**config.mk**
```make
export PLATFORM = sky130hd
export DESIGN_NAME = irq_dma_router
export DESIGN_NICKNAME = d
export VERILOG_FILES = /design/src/rtl/irq_dma_pkg.sv /design/src/rtl/chan_decode.sv /design/src/rtl/irq_cond.sv /design/src/rtl/irq_dma_router.sv
export SDC_FILE = /design/constraint.sdc
export NUM_CORES = 1
export LEC_CHECK = 0
export BUFFER_PORTS_ARGS = -buffer_cell sky130_fd_sc_hd__buf_2
export CAP_MARGIN = 20
export CORE_AREA = 10 10 88 90
export DETAILED_ROUTE_END_ITERATION = 8
export DIE_AREA = 0 0 98 100
export PLACE_DENSITY = 0.62
export SYNTH_ARGS = -nofsm -noshare
export SYNTH_HDL_FRONTEND = slang
export SYNTH_SLANG_ARGS = --single-unit
```
**constraint.sdc**
```tcl
create_clock -name clk -period 2.51 [get_ports clk]
set_input_delay 0.3765 -clock clk [delete_from_list [all_inputs] [get_ports clk]]
set_output_delay 0.3765 -clock clk [all_outputs]
set_load 0.01 [all_outputs]
```
**src/rtl/irq_dma_pkg.sv**
```systemverilog
// Package: shared counts and mode-field layout for the request router.
// Assumes exactly two interrupt and two DMA sources per logical device.
package irq_dma_pkg;
    localparam int IRQ_SRCS = 2;
    localparam int DMA_SRCS = 2;

    // Interrupt mode field: bit 1 asserted level, bit 0 level trigger.
    typedef struct packed {
        logic act_high;
        logic level_trig;
    } irq_mode_t;
endpackage

```
**src/rtl/chan_decode.sv**
```systemverilog
// Module: chan_decode
// Turns a binary select into a one-hot hit vector over LINES lines.
// The code NONE_CODE maps to no hit. Purely combinational.
module chan_decode #(
    parameter int LINES     = 16,
    parameter int NONE_CODE = 0,
    localparam int SEL_W    = $clog2(LINES)
) (
    input  logic [SEL_W-1:0] sel,
    output logic [LINES-1:0] hit
);
    // One comparator per line; the reserved code never hits.
    for (genvar i = 0; i < LINES; i++) begin : g_line
        if (i == NONE_CODE) begin : g_none
            assign hit[i] = 1'b0;
        end else begin : g_cmp
            assign hit[i] = (sel == SEL_W'(i));
        end
    end

    // Guard: a select never drives more than one line.
    always_comb begin
        AST_DEC_ONEHOT: assert ($onehot0(hit));
    end
endmodule

```
**src/rtl/irq_cond.sv**
```systemverilog
// Module: irq_cond
// Conditions one interrupt source: level trigger passes it through,
// edge trigger yields one active cycle per rising change. The previous
// sample is always tracked so that a mode switch has a valid history.
module irq_cond (
    input  logic clk,
    input  logic rst_n,
    input  logic src,
    input  logic level_trig,
    output logic active
);
    logic prev_q;

    // Remember the source value from the previous edge.
    always_ff @(posedge clk) begin
        if (!rst_n) prev_q <= 1'b0;
        else        prev_q <= src;
    end

    // Select level pass-through or rising-change detection.
    always_comb begin
        active = level_trig ? src : (src & ~prev_q);
    end

    // An edge-mode pulse lasts a single cycle while the mode holds.
    AST_EDGE_SINGLE: assert property (@(posedge clk) disable iff (!rst_n)
        (!level_trig && active) |=> (level_trig || !active));
endmodule

```
**src/rtl/irq_dma_router.sv**
```systemverilog
// Module: irq_dma_router
// Routes two interrupt sources onto a 16-line bus and two DMA requests
// onto an 8-channel bus. Only selected lines get their enable; shared
// lines OR their active conditions, and on the interrupt bus source 0's
// asserted level wins. All outputs are registered (one cycle latency).
module irq_dma_router #(
    parameter int IRQ_LINES  = 16,
    parameter int DMA_CHANS  = 8,
    parameter int IRQ_NONE   = 0,
    parameter int DMA_NONE   = 4,
    localparam int IRQ_SEL_W = $clog2(IRQ_LINES),
    localparam int DMA_SEL_W = $clog2(DMA_CHANS)
) (
    input  logic                 clk,
    input  logic                 rst_n,
    input  logic [IRQ_SEL_W-1:0] irq_sel0,
    input  logic [IRQ_SEL_W-1:0] irq_sel1,
    input  logic [1:0]           irq_mode0,
    input  logic [1:0]           irq_mode1,
    input  logic [DMA_SEL_W-1:0] dma_sel0,
    input  logic [DMA_SEL_W-1:0] dma_sel1,
    input  logic [1:0]           irq_src,
    input  logic [1:0]           dma_src,
    output logic [IRQ_LINES-1:0] irq_oe,
    output logic [IRQ_LINES-1:0] irq_val,
    output logic [DMA_CHANS-1:0] dma_oe,
    output logic [DMA_CHANS-1:0] dma_val
);
    import irq_dma_pkg::*;

    logic [IRQ_SEL_W-1:0] isel  [IRQ_SRCS];
    irq_mode_t            imode [IRQ_SRCS];
    logic [IRQ_LINES-1:0] ihit  [IRQ_SRCS];
    logic [IRQ_SRCS-1:0]  iact;
    logic [DMA_SEL_W-1:0] dsel  [DMA_SRCS];
    logic [DMA_CHANS-1:0] dhit  [DMA_SRCS];

    logic [IRQ_LINES-1:0] irq_oe_d, irq_val_d;
    logic [DMA_CHANS-1:0] dma_oe_d, dma_val_d;

    // Gather per-source fields into indexable arrays.
    always_comb begin
        isel[0]  = irq_sel0;
        isel[1]  = irq_sel1;
        imode[0] = irq_mode0;
        imode[1] = irq_mode1;
        dsel[0]  = dma_sel0;
        dsel[1]  = dma_sel1;
    end

    for (genvar s = 0; s < IRQ_SRCS; s++) begin : g_irq
        irq_cond u_cond (
            .clk        (clk),
            .rst_n      (rst_n),
            .src        (irq_src[s]),
            .level_trig (imode[s].level_trig),
            .active     (iact[s])
        );
        chan_decode #(.LINES(IRQ_LINES), .NONE_CODE(IRQ_NONE)) u_dec (
            .sel (isel[s]),
            .hit (ihit[s])
        );
    end

    for (genvar s = 0; s < DMA_SRCS; s++) begin : g_dma
        chan_decode #(.LINES(DMA_CHANS), .NONE_CODE(DMA_NONE)) u_dec (
            .sel (dsel[s]),
            .hit (dhit[s])
        );
    end

    // Merge interrupt sources per line; lower source index sets polarity.
    always_comb begin
        for (int l = 0; l < IRQ_LINES; l++) begin
            logic en, act, pol;
            en  = 1'b0;
            act = 1'b0;
            pol = 1'b0;
            for (int s = IRQ_SRCS - 1; s >= 0; s--) begin
                if (ihit[s][l]) begin
                    en  = 1'b1;
                    act = act | iact[s];
                    pol = imode[s].act_high;
                end
            end
            irq_oe_d[l]  = en;
            irq_val_d[l] = en & ~(act ^ pol);
        end
    end

    // Merge DMA requests per channel as an active-high OR.
    always_comb begin
        for (int c = 0; c < DMA_CHANS; c++) begin
            logic en, req;
            en  = 1'b0;
            req = 1'b0;
            for (int s = 0; s < DMA_SRCS; s++) begin
                if (dhit[s][c]) begin
                    en  = 1'b1;
                    req = req | dma_src[s];
                end
            end
            dma_oe_d[c]  = en;
            dma_val_d[c] = en & req;
        end
    end

    // Register all bus-facing outputs.
    always_ff @(posedge clk) begin
        if (!rst_n) begin
            irq_oe  <= '0;
            irq_val <= '0;
            dma_oe  <= '0;
            dma_val <= '0;
        end else begin
            irq_oe  <= irq_oe_d;
            irq_val <= irq_val_d;
            dma_oe  <= dma_oe_d;
            dma_val <= dma_val_d;
        end
    end

    AST_IRQ_NONE_QUIET: assert property (@(posedge clk) disable iff (!rst_n)
        (irq_sel0 == IRQ_SEL_W'(IRQ_NONE) && irq_sel1 == IRQ_SEL_W'(IRQ_NONE))
        |=> (irq_oe == '0));
    AST_IRQ_OE_COUNT: assert property (@(posedge clk) disable iff (!rst_n)
        ($countones(irq_oe) <= IRQ_SRCS));
    AST_DMA_NONE_QUIET: assert property (@(posedge clk) disable iff (!rst_n)
        (dma_sel0 == DMA_SEL_W'(DMA_NONE) && dma_sel1 == DMA_SEL_W'(DMA_NONE))
        |=> (dma_oe == '0));
    AST_IRQ_VAL_MASK: assert property (@(posedge clk) disable iff (!rst_n)
        ((irq_val & ~irq_oe) == '0));
    AST_DMA_VAL_MASK: assert property (@(posedge clk) disable iff (!rst_n)
        ((dma_val & ~dma_oe) == '0));
    AST_LEVEL_FOLLOW: assert property (@(posedge clk) disable iff (!rst_n)
        (irq_sel0 != IRQ_SEL_W'(IRQ_NONE) && irq_sel1 != irq_sel0 && irq_mode0 == 2'b11)
        |=> (irq_val[$past(irq_sel0)] == $past(irq_src[0])));
endmodule

```
==> reports/qor.log <==
[worst_setup_path] critical path data arrival time 1.77 ns
[clock_tree] CTS clk-pin slew, worst paths 0.08 ns
[worst_setup_path] largest stage delay on the critical path 0.37 ns
[timing] achievable clock frequency 624.2 MHz
[layout] area grow syn2layout 17.08%
[synth] most frequent cell after synthesis dfxtp_1
[global_routing] antenna violations before repair 0
[die] standard-cell rows 29
[timing] final count of negative-setup-slack endpoints 0
[layout] final cell count without fillers 392
[clock_tree] cell at the root of the clock tree clkbuf_8
[worst_hold_path] number of cells on the worst hold path 3
[placed_design] final weighted congestion in routability-driven placement 0.7894
[worst_hold_path] Min-Delay Path Class in -> reg
[worst_setup_path] startpoint type of the worst setup path register
[synth] synthesized flop and latch total 46
[global_routing] remaining global-route overflow 0
[placed_design] post-placement setup slack 0.6990 ns
[clock_tree] total clock sinks 46
[power] Leakage 1.142 nW
[worst_setup_path] setup slack of the most critical reg-to-reg path 0.91 ns
[synth] leading cell types by count after synthesis dfxtp_1 (46), nand2_1 (23), clkbuf_1 (18), o21a_1 (17), o22ai_1 (15)
[timing] max-slew violation count 0
[timing] Worst Setup Slack, final 0.9080 ns
[die] initial standard-cell utilization of the core 38.22%
[clock_tree] Longest Clk Path Bufs 2
[worst_setup_path] critical path depth 5
[layout] number of nets in the finished design 338
[layout] final core utilization 44.75%
[clock_tree] Inserted Clock Buffers 5
[route] post-detailed-route count of antenna-violating nets 0
[placed_design] detailed placer's ending HPWL 4462 um
[synth] largest area contributor in the synthesized netlist dfxtp_1
[layout] number of antenna cells inserted 0
[worst_setup_path] data required time of the worst path 2.68 ns
[die] Horiz. Die Dim 98 um
[placed_design] DP Area 0.002653 mm^2
[global_routing] all-layer global routing usage 12.29%
[clock_tree] H-Tree Level Count 2
[worst_setup_path] Worst Setup Path Type reg -> reg
[timing] tightest slew margin relative to the limit 54.05%
[clock_tree] TritonCTS clock tree done
[synth] proportion of synthesized chip area in sequential cells 39.30%
[worst_setup_path] crit end category register
[synth] yosys warns 0
[clock_tree] CTS-repair resized insts 0
[route] number of remaining DRC errors 0
[layout] FF/Latch Area 920.9 um^2
[synth] Area contributors post-synth dfxtp_1 (39%), o21a_1 (5.4%), a32oi_1 (4.9%)
[synth] top-area cell type share of the netlist area 39.30%
[route] violation count after the first detailed-route iteration 86
[power] ratio of total power to cell area 533.7 mW/mm^2
[power] total power draw 1.464 mW
[die] die outline area 0.009800 mm^2
[clock_tree] insertion delay of the later-clocked pin in the worst-skew pair 0.29 ns
[route] routed via count 2,088
[layout] Layout fillers 623
[synth] Primary FF master, synth dfxtp_1
[power] Worst VDD drop 238.0 uV
[layout] Design Area, Final 0.002744 mm^2
[placed_design] placed cell count 384
[clock_tree] hold_buf cts 0
[synth] Distinct cells, synth 34
[placed_design] input/output buffers 67
[worst_setup_path] kind of cell adding the most delay to the critical path simple AND/OR/NAND/NOR gates
[timing] worst hold slack after final layout 0.4247 ns
[die] number of top-level pins 72
[route] TritonRoute pass-1 iters 4
[worst_setup_path] logic depth of the worst register-to-register path 5
[job] number of max-cap violations 0
[synth] per-instance average area after synthesis 8.843 um^2
[timing] Sum Neg Setup Slack 0 ns
[status] result of the run complete, no violations
[layout] multi-input logic area 0.001274 mm^2
[die] placeable core region 0.006132 mm^2
[worst_setup_path] maximum fanout along the worst path 17
[timing] Tmin final 1.602 ns
[layout] layout cells sized above 1 27.94%
[route] final routed wire length divided by cell count 15.73 um
[worst_setup_path] worst path buffer plus inverter count 1
[timing] worst-case clock skew 0.009907 ns
[worst_setup_path] cells traversed along the worst timing path nand2b_1 -> and3_1 -> o21ai_1 -> buf_4 -> o22ai_1
[synth] Cells after Synth 265
[synth] async set-or-reset flop fraction in the synthesized netlist 0%
[synth] Synth Cell Area 0.002343 mm^2
[timing] Tightest Pin Transition 0.6892 ns
[synth] number of enable flip-flop cells after synthesis 0
[clock_tree] post-CTS setup buffer count 0
[global_routing] largest net degree at the start of global routing 29
[global_routing] wire length of the first global-routing pass 10,290 um
[timing] unrepaired setup endpoints after global routing no
[route] mean number of vias per cell 5.327
[worst_setup_path] critical-path cell with the highest stage delay nand2b_1
[global_routing] number of global-route vias before repair 2,144
[route] total length of routed wires 6168 um
[timing] part of the cycle the worst path needs 63.82%
[die] DIE HEIGHT 100 um
[timing] final hold violations 0
==> area by class of cell <==
class                      count  share of cell area (%)
clock inverter                 1                  0.1824
clock buffer                   7                   3.146
multi-input combinational    189                   46.42
inverter                       3                  0.4104
tap                           77                   3.511
timing repair buffer          69                   12.77
sequential                    46                   33.56
==> path summary, 6_finish.rpt <==
kind                                             start     endpoint
worst max-delay path            g_irq[1].u_cond.prev_q  irq_val[15]
worst min-delay path                       dma_sel0[1]    dma_oe[7]
worst max register to register  g_irq[1].u_cond.prev_q  irq_val[15]
worst min register to register  g_irq[0].u_cond.prev_q  irq_val[12]
==> cell usage in the layout, fill, tap and decap left out, drive strengths merged, types with 2 or more instances in the layout <==
master	instances
a211o	2
a21boi	2
a21oi	3
a32oi	13
and2	14
and3	3
and4b	4
and4bb	7
buf	69
clkbuf	7
conb	4
dfxtp	46
inv	3
nand2	23
nand2b	11
nand3	8
nand3b	2
nor2	12
nor3	9
nor4b	5
o211ai	2
o21a	17
o21ai	13
o22ai	15
o32ai	4
or2b	2
xnor2	13
==> kinds of logic (layout without fill, tap and decap cells) <==
family          Yosys count  count (layout)  synth area share [%]
compound gates           71              71                 21.25
xor+xnor                 13              13                 4.859
buf+inv                  33              80                 6.833
flops                    46              46                 39.30
other cells               1               4                0.1600
simple gates            101             101                 27.60
==> routing by layer <==
layer	track usage, %	vias to the layer above	wire length (um)
li1	-	1043	-
met1	14.37	953	2737
met2	19.90	85	2808
met3	5.288	7	559
met4	3.803	0	62
met5	0	-	0
==> power by group <==
part | internal (mW) | switching (mW) | total [mW] | leakage (nW)
clock | 0.222 | 0.242 | 0.465 | 0.0482
sequential | 0.753 | 0.00531 | 0.758 | 0.375
combinational | 0.0955 | 0.146 | 0.241 | 0.719
==> worst register-to-register path, stage by stage, from the launching register on <==
cell	delay, ns
dfxtp_1	0.31
nand2b_1	0.37
and3_1	0.36
o21ai_1	0.11
buf_4	0.21
o22ai_1	0.11
==> registers in the layout, summed over array words and instances (netlist names) <==
register             cells
dma_val                  7
g_irq.u_cond.prev_q      2
irq_val                 15
irq_oe                  15
dma_oe                   7
Note: power is estimated with default switching activity, not from simulation.
